$ cat src/rtl/vbs_pkg.sv
package vbs_pkg;
  parameter int PC_W  = 16;
  parameter int REG_W = 16;
  parameter int IDX_W = 4;
  parameter int OFF_W = 11;
  localparam int CNT_W = 2;

  typedef enum logic [3:0] {
    OP_NONE = 4'd0,
    OP_BEQ  = 4'd1,
    OP_BNE  = 4'd2,
    OP_BGEZ = 4'd3,
    OP_BGTZ = 4'd4,
    OP_BLEZ = 4'd5,
    OP_BLTZ = 4'd6,
    OP_B    = 4'd7,
    OP_BAL  = 4'd8,
    OP_JR   = 4'd9,
    OP_JALR = 4'd10
  } op_e;

  function automatic logic f_cond(op_e op, logic [REG_W-1:0] a, logic [REG_W-1:0] b);
    logic signed [REG_W-1:0] sa;
    sa = $signed(a);
    case (op)
      OP_BEQ:  return a == b;
      OP_BNE:  return a != b;
      OP_BGEZ: return sa >= 0;
      OP_BGTZ: return sa > 0;
      OP_BLEZ: return sa <= 0;
      OP_BLTZ: return sa < 0;
      OP_B, OP_BAL, OP_JR, OP_JALR: return 1'b1;
      default: return 1'b0;
    endcase
  endfunction

  function automatic logic [PC_W-1:0] f_rel_target(logic [PC_W-1:0] pc, logic [OFF_W-1:0] off);
    logic signed [PC_W-1:0] so;
    so = PC_W'($signed(off));
    return pc + PC_W'(8) + PC_W'(so <<< 3);
  endfunction

  function automatic logic [PC_W-1:0] f_reg_target(logic [REG_W-1:0] v);
    return PC_W'({v, 3'b000});
  endfunction

  function automatic logic [REG_W-1:0] f_link_value(logic [PC_W-1:0] pc);
    logic [PC_W:0] s;
    s = {1'b0, pc} + (PC_W+1)'(8);
    return REG_W'(s >> 3);
  endfunction
endpackage

$ cat src/rtl/vbs_branch_eval.sv
module vbs_branch_eval
  import vbs_pkg::*;
(
  input  logic [3:0]       op,
  input  logic [REG_W-1:0] is_val,
  input  logic [REG_W-1:0] it_val,
  input  logic [OFF_W-1:0] br_off,
  input  logic [PC_W-1:0]  pc,
  output logic             taken,
  output logic             is_link,
  output logic [PC_W-1:0]  target
);
  op_e opc;

  always_comb begin
    opc     = op_e'(op);
    taken   = f_cond(opc, is_val, it_val);
    is_link = (opc == OP_BAL) || (opc == OP_JALR);
    if (opc == OP_JR || opc == OP_JALR)
      target = f_reg_target(is_val);
    else
      target = f_rel_target(pc, br_off);
  end
endmodule

$ cat src/rtl/vbs_pending.sv
module vbs_pending
  import vbs_pkg::*;
(
  input  logic             clk,
  input  logic             rst,
  input  logic             valid,
  input  logic             taken,
  input  logic             is_link,
  input  logic [IDX_W-1:0] it_idx,
  input  logic [PC_W-1:0]  target,
  output logic             redirect,
  output logic [PC_W-1:0]  redir_pc
);
  logic [CNT_W-1:0] cnt, cnt_n;
  logic [PC_W-1:0]  tgt, tgt_n;
  logic in_slot, slot_take, slot_drop, chain;

  always_comb begin
    in_slot   = (cnt == CNT_W'(1));
    slot_take = valid && taken && in_slot;
    slot_drop = slot_take && is_link && (it_idx != '0);
    chain     = slot_take && !slot_drop;
    redirect  = valid && in_slot;
    redir_pc  = tgt;
    cnt_n     = cnt;
    tgt_n     = tgt;
    if (valid) begin
      if (in_slot) begin
        if (chain) begin
          cnt_n = CNT_W'(2);
          tgt_n = target;
        end else begin
          cnt_n = '0;
        end
      end else if (taken) begin
        cnt_n = CNT_W'(1);
        tgt_n = target;
      end else if (cnt != '0) begin
        cnt_n = cnt - CNT_W'(1);
      end
    end
  end

  always_ff @(posedge clk) begin
    if (rst) begin
      cnt <= '0;
      tgt <= '0;
    end else begin
      cnt <= cnt_n;
      tgt <= tgt_n;
    end
  end

  p_arm_r5: assert property (@(posedge clk) disable iff (rst)
    (valid && taken && cnt == '0) |=> (cnt == CNT_W'(1)));
  p_chain_rearm_r8: assert property (@(posedge clk) disable iff (rst)
    chain |=> (cnt == CNT_W'(2)));
  p_drop_r9: assert property (@(posedge clk) disable iff (rst)
    slot_drop |=> (cnt == '0));
  p_cnt_legal_r11: assert property (@(posedge clk) disable iff (rst)
    cnt != CNT_W'(3));
endmodule

$ cat src/rtl/vbs_seq.sv
module vbs_seq
  import vbs_pkg::*;
(
  input  logic             clk,
  input  logic             rst,
  input  logic             instr_valid,
  input  logic [3:0]       op,
  input  logic [IDX_W-1:0] it_idx,
  input  logic [REG_W-1:0] is_val,
  input  logic [REG_W-1:0] it_val,
  input  logic [OFF_W-1:0] br_off,
  output logic [PC_W-1:0]  pc,
  output logic [PC_W-1:0]  pc_next,
  output logic             link_we,
  output logic [IDX_W-1:0] link_idx,
  output logic [REG_W-1:0] link_data
);
  logic            br_taken, br_link, redirect;
  logic [PC_W-1:0] br_target, redir_pc;

  vbs_branch_eval u_eval (
    .op(op), .is_val(is_val), .it_val(it_val), .br_off(br_off), .pc(pc),
    .taken(br_taken), .is_link(br_link), .target(br_target)
  );

  vbs_pending u_pend (
    .clk(clk), .rst(rst), .valid(instr_valid), .taken(br_taken),
    .is_link(br_link), .it_idx(it_idx), .target(br_target),
    .redirect(redirect), .redir_pc(redir_pc)
  );

  always_comb begin
    if (!instr_valid)  pc_next = pc;
    else if (redirect) pc_next = redir_pc;
    else               pc_next = pc + PC_W'(8);
    link_we   = instr_valid && br_link && (it_idx != '0);
    link_idx  = it_idx;
    link_data = f_link_value(pc);
  end

  always_ff @(posedge clk) begin
    if (rst) pc <= '0;
    else     pc <= pc_next;
  end

  p_seq_adv_r2: assert property (@(posedge clk) disable iff (rst)
    (instr_valid && !redirect) |=> (pc == $past(pc) + PC_W'(8)));
  p_hold_r2: assert property (@(posedge clk) disable iff (rst)
    !instr_valid |=> $stable(pc));
  p_link_idx_r7: assert property (@(posedge clk) disable iff (rst)
    link_we |-> (link_idx != '0 && (op == 4'd8 || op == 4'd10)));
endmodule

$ cat config.mk
export PLATFORM = sky130hd
export DESIGN_NAME = vbs_seq
export DESIGN_NICKNAME = d
export VERILOG_FILES = /design/src/rtl/vbs_pkg.sv /design/src/rtl/vbs_branch_eval.sv /design/src/rtl/vbs_pending.sv /design/src/rtl/vbs_seq.sv
export SDC_FILE = /design/constraint.sdc
export NUM_CORES = 1
export LEC_CHECK = 0
export BUFFER_PORTS_ARGS = -buffer_cell sky130_fd_sc_hd__buf_2
export CORE_MARGIN = 3
export CORE_UTILIZATION = 51
export CTS_BUF_LIST = sky130_fd_sc_hd__clkbuf_4 sky130_fd_sc_hd__clkbuf_8 sky130_fd_sc_hd__clkbuf_16
export DETAILED_ROUTE_END_ITERATION = 10
export GPL_TIMING_DRIVEN = 0
export PLACE_DENSITY = 0.81
export RECOVER_POWER = 25
export SLEW_MARGIN = 20
export SYNTH_ARGS = -nofsm -noshare
export SYNTH_HDL_FRONTEND = slang
export SYNTH_SLANG_ARGS = --single-unit
$ cat constraint.sdc
create_clock -name clk -period 3.5 [get_ports clk]
set_clock_uncertainty 0.1 [all_clocks]
set_input_delay 0.175 -clock clk [delete_from_list [all_inputs] [get_ports clk]]
set_output_delay 0.175 -clock clk [all_outputs]
set_load 0.005 [all_outputs]
# Word level (Yosys, flattened, before mapping)
# Index checks and enable logic that the tools add are counted.
[word_totals]
ff_bits = 34
in_bits = 54
[op_classes]
add_sub_neg = 4
magnitude_cmp = 4
n_eq_ne = 14
mux = 11
reduce_logical = 18
[ops]
columns = ["operator", "n"]
rows = [
  ["16-bit 2-to-1 mux", 6],
  ["16-bit by 4-bit adder with 17-bit output, second input constant", 1],
  ["16-bit adder", 1],
  ["16-bit by 4-bit adder with 16-bit output, second input constant", 1],
  ["16-bit equality test", 1],
  ["4-bit by 3-bit equality test with 1-bit output, second input constant", 4],
  ["16-bit by 1-bit >= comparator with 1-bit output, second input constant", 1],
  ["16-bit by 1-bit > comparator with 1-bit output, second input constant", 1],
  ["16-bit by 1-bit <= comparator with 1-bit output, second input constant", 1],
  ["16-bit by 1-bit less-than comparator with 1-bit output, second input constant", 1],
  ["16-bit inequality test", 1],
  ["4-bit equality test, second input constant", 3],
  ["4-bit by 2-bit equality test with 1-bit output, second input constant", 2],
  ["1-bit logical AND", 8],
  ["2-bit 2-to-1 mux", 4],
  ["1-bit one-hot mux with 7 select lines", 1],
  ["4-bit by 1-bit equality test with 1-bit output, second input constant", 1],
  ["2-bit nonzero test", 2],
  ["4-bit nonzero test", 1],
  ["4-bit OR reduction", 1],
  ["3-bit AND reduction", 1],
  ["3-bit nonzero test", 1],
  ["2-bit by 1-bit equality test with 1-bit output, second input constant", 1],
  ["1-bit logical OR", 2],
  ["4 further kinds", 4],
]

# Longest topological paths before layout
# Gate-level depths: netlist of run 1.
[depth]
depth_word = 11
mapped_depth = 12
ltp_nobuf = 11

# Modules after synthesis
# Synthesis of run 1 repeated with hierarchy kept, for this count alone.
[hier_totals]
hier_cells = 407
area_unflattened_um2 = 3337.0
[by_module_without_submodules]
columns = ["mod", "n_inst", "cells_each", "area_each_um2", "seq_area_each_um2"]
rows = [
  ["vbs_seq", 1, 163, 1306.3, 320.3],
  ["vbs_branch_eval", 1, 155, 1131.1, 0.0],
  ["vbs_pending", 1, 89, 899.6, 360.3],
]

# Worst setup path before layout of run 1
# OpenSTA, ideal clock, no wires.
[synth_timing]
path_kind = "flip-flop to flip-flop"
start = "register pc[5]"
end = "register u_pend.tgt[14], in the netlist u_pend.redir_pc[14]"
setup_ps = 130
t_arrival_ps = 2566
t_required_ps = 3270
setup_slack_ps = 705
path_stages_with_launch = 11
path_buffers = 1
period_less_slack_ps = 2795
path_cell_list = "dfxtp_1 buf_2 nand3_1 nor3_1 xor2_1 ha_1 and4_1 and3_1 or3_1 a31oi_1 a211oi_1"
[synth_between]
elab_chain_len = 5
[synth_lines]
columns = ["item", "line", "text"]
rows = [
  ["start, declared", "vbs_seq.sv:12", "output logic [PC_W-1:0] pc,"],
  ["start signal, assigned", "vbs_seq.sv:43", "else pc <= pc_next;"],
  ["16-bit by 4-bit adder with 16-bit output *", "vbs_pkg.sv:40", "return pc + PC_W'(8) + PC_W'(so <<< 3);"],
  ["16-bit adder *", "vbs_pkg.sv:40", ""],
  ["16-bit 2-to-1 mux *", "vbs_branch_eval.sv:19", "if (opc == OP_JR || opc == OP_JALR)"],
  ["16-bit 2-to-1 mux (on tied branches)", "vbs_pending.sv:35, vbs_pending.sv:29", ""],
  ["16-bit 2-to-1 mux *", "vbs_pending.sv:28", "if (in_slot) begin"],
  ["end signal, assigned", "vbs_pending.sv:50", "tgt <= tgt_n;"],
  ["end, declared", "vbs_pending.sv:15", "logic [PC_W-1:0] tgt, tgt_n;"],
]
# Every way passes the cells marked *; elsewhere a longest branch is shown, timed or not. The select of a mux whose other input is x is not followed.
# A chain may end at the register's enable or synchronous reset.

# Worst setup path in the final report of run 1
[layout_timing]
start = "register pc[5]"
end = "register u_pend.tgt[15], in the netlist u_pend.redir_pc[15]"
# The elaborated chain is that of the path after synthesis.

==> flow_summary.ini, run 1 <==
[timing]
max_freq_mhz = 308.8
finalHoldViolations = 0
fin_crit_sh = 0.9252
timing.setup.tns_ps = 0
layout_min_cycle_time_ps = 3238
relSlewSlack = 0.6748
slew_viol_final = 0
setup_viol = 0
worstMarginPinSlew_ps = 474.3
rsz0062_at_grt = false
whs_ps = 71.37

[clock_network]
htree_levels = 2
clock_sinks = 34
insertion_delay_ps = 290
cts_inserted_buffers = 5
post-cts-setup-buffer-count = 0
max-clock-path-buffers = 2
cts-root-buf = clkbuf_8
clk_pin_slew_ps = 80
cts_tree = done

[synthesis]
synth_cells = 366
yosys_register_bits = 34
synth_area_leaders = dfxtp_1, xor2_1, ha_1
synth-edff-count = 0
synth_largest_area_cell = dfxtp_1
synth_top_area_share = 0.2230
netlist_area_um2 = 3053
async_reset_ff_frac = 0
synth_cell_types = 73
ys_seq_area_frac = 0.2230
syn_avg_cell_area_um2 = 8.341
yosys_warnings = 0
synthFlopType = dfxtp_1

[layout]
area_growth_pct = 23.57
final_common_cell = buf_2
seq_area_um2 = 680.7
instances_no_fill = 550
final_util = 0.6687
num_antenna_cells = 0
multi_input_area_um2 = 2167
fill_cells = 502
finish.net_count = 547
drive_gt1_frac = 0.2887
final_cell_mix = buf_2, dfxtp_1, nand2_1

[detailed_routing]
route.vias.total = 3138
route.detailed.drc = 0
first_pass_iters = 5
routed_wl_um = 8718
drt_iter0_drc = 166
ant_nets = 0
wl_per_cell_um = 15.85
viasPerCell = 5.705

[placed_design]
dp_cells = 541
place.gp.congestion = 0.9001
io_buffers = 102
dp_hpwl_um = 7090

[worst_setup_path]
critical_path_class = register to register
cp.arrival_ps = 3300
start_kind = register
cp.required_ps = 3560
critPathCaptureType = register
path_max_fanout = 7
reg2reg_depth = 12

[power]
peakVddDrop_v = 0.0003258
p_leak_nw = 1.733
p_per_area_nw_per_um2 = 327.1

[global_route]
grt_max_degree = 13
grt_pass1_wl_um = 14270
antenna_found_initial = 0
grt_pass1_vias = 2987
grt_overflow = 0
grt_usage = 0.2472

[die]
die_h_um = 83.37
io_pins = 107
start_util = 0.5411
die_width_um = 83.37
row_count = 27
core_area_um2 = 5642
dieArea_um2 = 6951

[worst_hold_path]
hp-class = primary input to register
hold_path_depth = 3

[flow_run]
max_cap_viol_count = 0

[status]
status = complete, no violations
-- stage by stage --
step / power [mW] / cell area, um2 / worst slack, ps
2_1_floorplan: 0.7242 / 3057 / 704.6
3_3_place_gp: 0.8626 / 3657 / 225.4
3_5_place_dp: 0.8736 / 3657 / 190.1
4_1_cts: 1.235 / 3781 / 133.6
5_1_grt: 1.309 / 3772 / 50.03
6_report: 1.234 / 3772 / 261.8
-- critical path, cell delays in order, from the launching register on --
cell,delay [ps]
dfxtp_1,330
buf_2,180
nand3_1,240
nor2_1,280
and3_1,210
xor2_1,350
ha_1,300
nor3_1,80
o2111ai_1,120
a41oi_1,220
o21a_1,210
o311ai_1,350
a311oi_1,150
-- final cells by class --
class / count / area share
sequential: 34 / 0.1804
multi-input combinational: 297 / 0.5745
timing repair buffer: 103 / 0.1343
clock buffer: 5 / 0.01824
inverter: 12 / 0.01327
buffer: 24 / 0.04345
tap: 72 / 0.02388
clock inverter: 3 / 0.01194
-- flip-flops by register name (all words and copies together) (netlist names) --
signal / count
pc: 16
u_pend.redir_pc: 16
u_pend.cnt: 2
-- logic make-up (layout without fill, tap and decap cells) --
kind of cell | Yosys count | after routing | share of synthesized area
XOR/XNOR | 35 | 35 | 0.1049
flip-flops | 34 | 34 | 0.2229
adder cells (fa/ha/maj) | 16 | 16 | 0.06803
AO/OA/AOI/OAI | 95 | 95 | 0.2270
buffers and inverters | 36 | 147 | 0.07008
other | 1 | 2 | 0.001228
AND/OR/NAND/NOR | 140 | 140 | 0.2689
multiplexers | 9 | 9 | 0.03688
-- Yosys cell counts, types with 3 or more instances --
| cell | count |
|---|---|
| a41oi_1 | 3 |
| xnor2_1 | 11 |
| nand2_1 | 33 |
| a311oi_1 | 6 |
| inv_1 | 11 |
| mux2_2 | 4 |
| nand2b_1 | 9 |
| and2_1 | 15 |
| buf_4 | 8 |
| nor4_1 | 3 |
| xor2_1 | 23 |
| o31ai_1 | 6 |
| mux2i_1 | 3 |
| a22o_1 | 6 |
| ha_1 | 15 |
| o211ai_1 | 13 |
| a21oi_1 | 17 |
| and3_1 | 6 |
| or3b_1 | 4 |
| nor3_1 | 13 |
| nand4_1 | 4 |
| or3_1 | 3 |
| nor4_2 | 4 |
| clkbuf_1 | 8 |
| nor2_1 | 14 |
| o21ai_0 | 11 |
| o21ai_1 | 3 |
| o21bai_1 | 3 |
| nand3_1 | 14 |
| a31oi_1 | 5 |
| dfxtp_1 | 34 |
| o2111ai_1 | 3 |
-- power by group --
part / total (mW) / internal [mW] / switching [mW] / leakage (nW)
Sequential: 0.436 / 0.414 / 0.0216 / 0.278
Clock: 0.362 / 0.212 / 0.151 / 0.0504
Combinational: 0.436 / 0.193 / 0.243 / 1.40
Total: 1.23 / 0.819 / 0.415 / 1.73
-- per-layer routing --
layer / global-route usage / vias to the layer above / part of all wire
li1: - / 1568 / -
met1: 0.3382 / 1421 / 0.45
met2: 0.4023 / 137 / 0.46
met3: 0.03770 / 12 / 0.078
met4: 0.06984 / 0 / 0.013
met5: 0 / - / 0
-- what timing repair did --
| item | in CTS | in global routing |
|---|---|---|
| resized for setup | 0 | 2 |
| hold buffers | 1 | 0 |
| hold endpoints to repair | 6 | 0 |
| endpoints found under the setup margin | 0 | 2 |
-- path summary, 6_finish.rpt --
path,from,to,slack (ps)
min reg2reg,pc[1]$_SDFF_PP0_,u_pend.redir_pc[1]$_SDFFE_PP0P_,420
max reg2reg,pc[5]$_SDFF_PP0_,u_pend.redir_pc[15]$_SDFFE_PP0P_,260
max,pc[5]$_SDFF_PP0_,u_pend.redir_pc[15]$_SDFFE_PP0P_,260
min,is_val[8],u_pend.redir_pc[11]$_SDFFE_PP0P_,70
(Power assumes the default switching activity.)
==> run 2, diff against run 1 <==
- CELL_PAD_IN_SITES_DETAIL_PLACEMENT: default -> 1
- CELL_PAD_IN_SITES_GLOBAL_PLACEMENT: default -> 1
- CORE_UTILIZATION: 51 -> 37
- PLACE_DENSITY: 0.81 -> default
- PLACE_DENSITY_LB_ADDON: default -> 0.1
==> flow_summary.ini, run 2 (same netlist as run 1, synthesis figures left out) <==
[die]
die_width_um = 96.84
core_area_um2 = 7848
start_util = 0.3890
row_count = 32
die_h_um = 96.84
dieArea_um2 = 9377
io_pins = 107

[detailed_routing]
ant_nets = 0
drt_iter0_drc = 90
route.detailed.drc = 0
wl_per_cell_um = 17.61
viasPerCell = 5.579
route.vias.total = 3236
first_pass_iters = 4
routed_wl_um = 10210

[timing]
relSlewSlack = 0.6319
finalHoldViolations = 0
max_freq_mhz = 312.1
whs_ps = 91.59
timing.setup.tns_ps = 0
layout_min_cycle_time_ps = 3205
worstMarginPinSlew_ps = 536.8
setup_viol = 0
fin_crit_sh = 0.9156
slew_viol_final = 0
rsz0062_at_grt = false

[clock_network]
htree_levels = 2
insertion_delay_ps = 290
cts_inserted_buffers = 5
cts_tree = done
clk_pin_slew_ps = 70
clock_sinks = 34
post-cts-setup-buffer-count = 0
max-clock-path-buffers = 2
cts-root-buf = clkbuf_8

[worst_setup_path]
r2r_slack_ps = 300
critical_path_class = register to register
r2r-end = u_pend.redir_pc[15]$_SDFFE_PP0P_
cp.arrival_ps = 3260
reg2reg_depth = 12
slowest_stage = o311ai_1
endpoint = u_pend.redir_pc[15]$_SDFFE_PP0P_
crit_path_cell_trace = buf_2 > nand3_1 > nor2_2 > and3_1 > xor2_2 > ha_1 > nor3_1 > o2111ai_1 > a41oi_1 > o21a_1 > o311ai_1 > a311oi_1
reg2reg_from = pc[5]$_SDFF_PP0_
start_kind = register
cp.required_ps = 3550
critPathCaptureType = register
startpoint = pc[5]$_SDFF_PP0_
cpPeakStageDelay_ps = 360
path_max_fanout = 7

[power]
p_seq_frac = 0.365
combPwrFrac = 0.374
finalPower_mw = 1.194
p_sw_frac = 0.3516
p_int_mw = 0.7744
clockPowerShare = 0.260
p_leak_nw = 1.739
peakVddDrop_v = 0.0001198
p_switching_mw = 0.4198
p_per_area_nw_per_um2 = 313.0

[global_route]
grt_usage = 0.2198
grt_overflow = 0
grt_pass1_vias = 3319
antenna_found_initial = 0
grt_max_degree = 11
grt_pass1_wl_um = 16990

[layout]
finish.net_count = 547
fill_cells = 1039
area_growth_pct = 24.96
final_cell_mix = buf_2, dfxtp_1, nand2_1
drive_gt1_frac = 0.2950
final_cell_area_um2 = 3815
num_antenna_cells = 0
instances_no_fill = 580
final_common_cell = buf_2

[worst_hold_path]
hp-class = primary input to register

[status]
status = complete, no violations

[placed_design]
dp_hpwl_um = 8494
io_buffers = 102
dp_cells = 571
placed_area_um2 = 3695
place.gp.congestion = 0.8052

[flow_run]
max_cap_viol_count = 0
-- run 2: cell count changes in the layout (fill, tap and decap cells not counted), sizes merged --
| cell | before | now |
|---|---|---|
| clkbuf | 24 | 27 |
| bufinv | 1 | 0 |
| buf | 105 | 104 |
| clkinv | 0 | 1 |
| clkinvlp | 2 | 0 |
-- run 2: final cells by class --
| class | count | area [um2] | share of cell area |
|---|---|---|---|
| Buffer | 24 | 163.9 | 0.04296 |
| Timing Repair Buffer | 103 | 505.5 | 0.1325 |
| Clock inverter | 1 | 5.005 | 0.001312 |
| Sequential cell | 34 | 680.7 | 0.1784 |
| Tap cell | 102 | 127.6 | 0.03345 |
| Clock buffer | 7 | 90.09 | 0.02361 |
| Multi-Input combinational cell | 297 | 2192 | 0.5746 |
| Inverter | 12 | 50.05 | 0.01312 |
-- run 2: per-stage QoR --
stage | utilization | setup slack (ps)
5_1_grt | 0.4861 | 9.983
3_3_place_gp | 0.4708 | 108.7
4_1_cts | 0.4842 | 54.36
6_report | 0.4861 | 295.5
3_5_place_dp | 0.4708 | 59.37
2_1_floorplan | - | 704.6
-- run 2: what timing repair did --
action,CTS,global route
endpoints found under the setup margin,0,2
hold buffers,1,0
resized for setup,0,6
endpoints found under the hold margin,6,0
-- run 2: layer usage --
| layer | track usage | wire length [um] |
|---|---|---|
| met1 | 0.2902 | 4822 |
| met2 | 0.3779 | 4918 |
| met3 | 0.03317 | 404 |
| met4 | 0.04752 | 68 |
| met5 | 0 | 0 |
-- run 2: how the worst min path moves through the flow --
stage	from	end	slack (ps)	depth (start not counted)
global placement	rst	u_pend.cnt[1]$_SDFFE_PP0P_	290	2
floorplan	is_val[7]	u_pend.redir_pc[10]$_SDFFE_PP0P_	230	2
detailed placement	rst	u_pend.cnt[1]$_SDFFE_PP0P_	290	2
finish	is_val[0]	u_pend.redir_pc[3]$_SDFFE_PP0P_	90	3
global route	is_val[0]	u_pend.redir_pc[3]$_SDFFE_PP0P_	100	3
CTS	is_val[8]	u_pend.redir_pc[11]$_SDFFE_PP0P_	80	3
-- run 2: worst max-delay path, delay by kind of cell, from the launching register on --
kind | cells | cell delay, ps
xor gates and xnor gates | 1 | 290
AOI/OAI and AO/OA | 5 | 1080
buffers and inverters | 1 | 190
adders and majority gates | 1 | 280
and+or+nand+nor | 4 | 810
DFF | 1 | 330
-- run 2: power groups by stage --
stage	combinational, mW	sequential (mW)	clock [mW]
floorplan	0.285	0.439	0
global placement	0.432	0.443	0
detailed placement	0.446	0.444	0
CTS	0.449	0.435	0.320
global route	0.500	0.440	0.333
finish	0.447	0.436	0.311
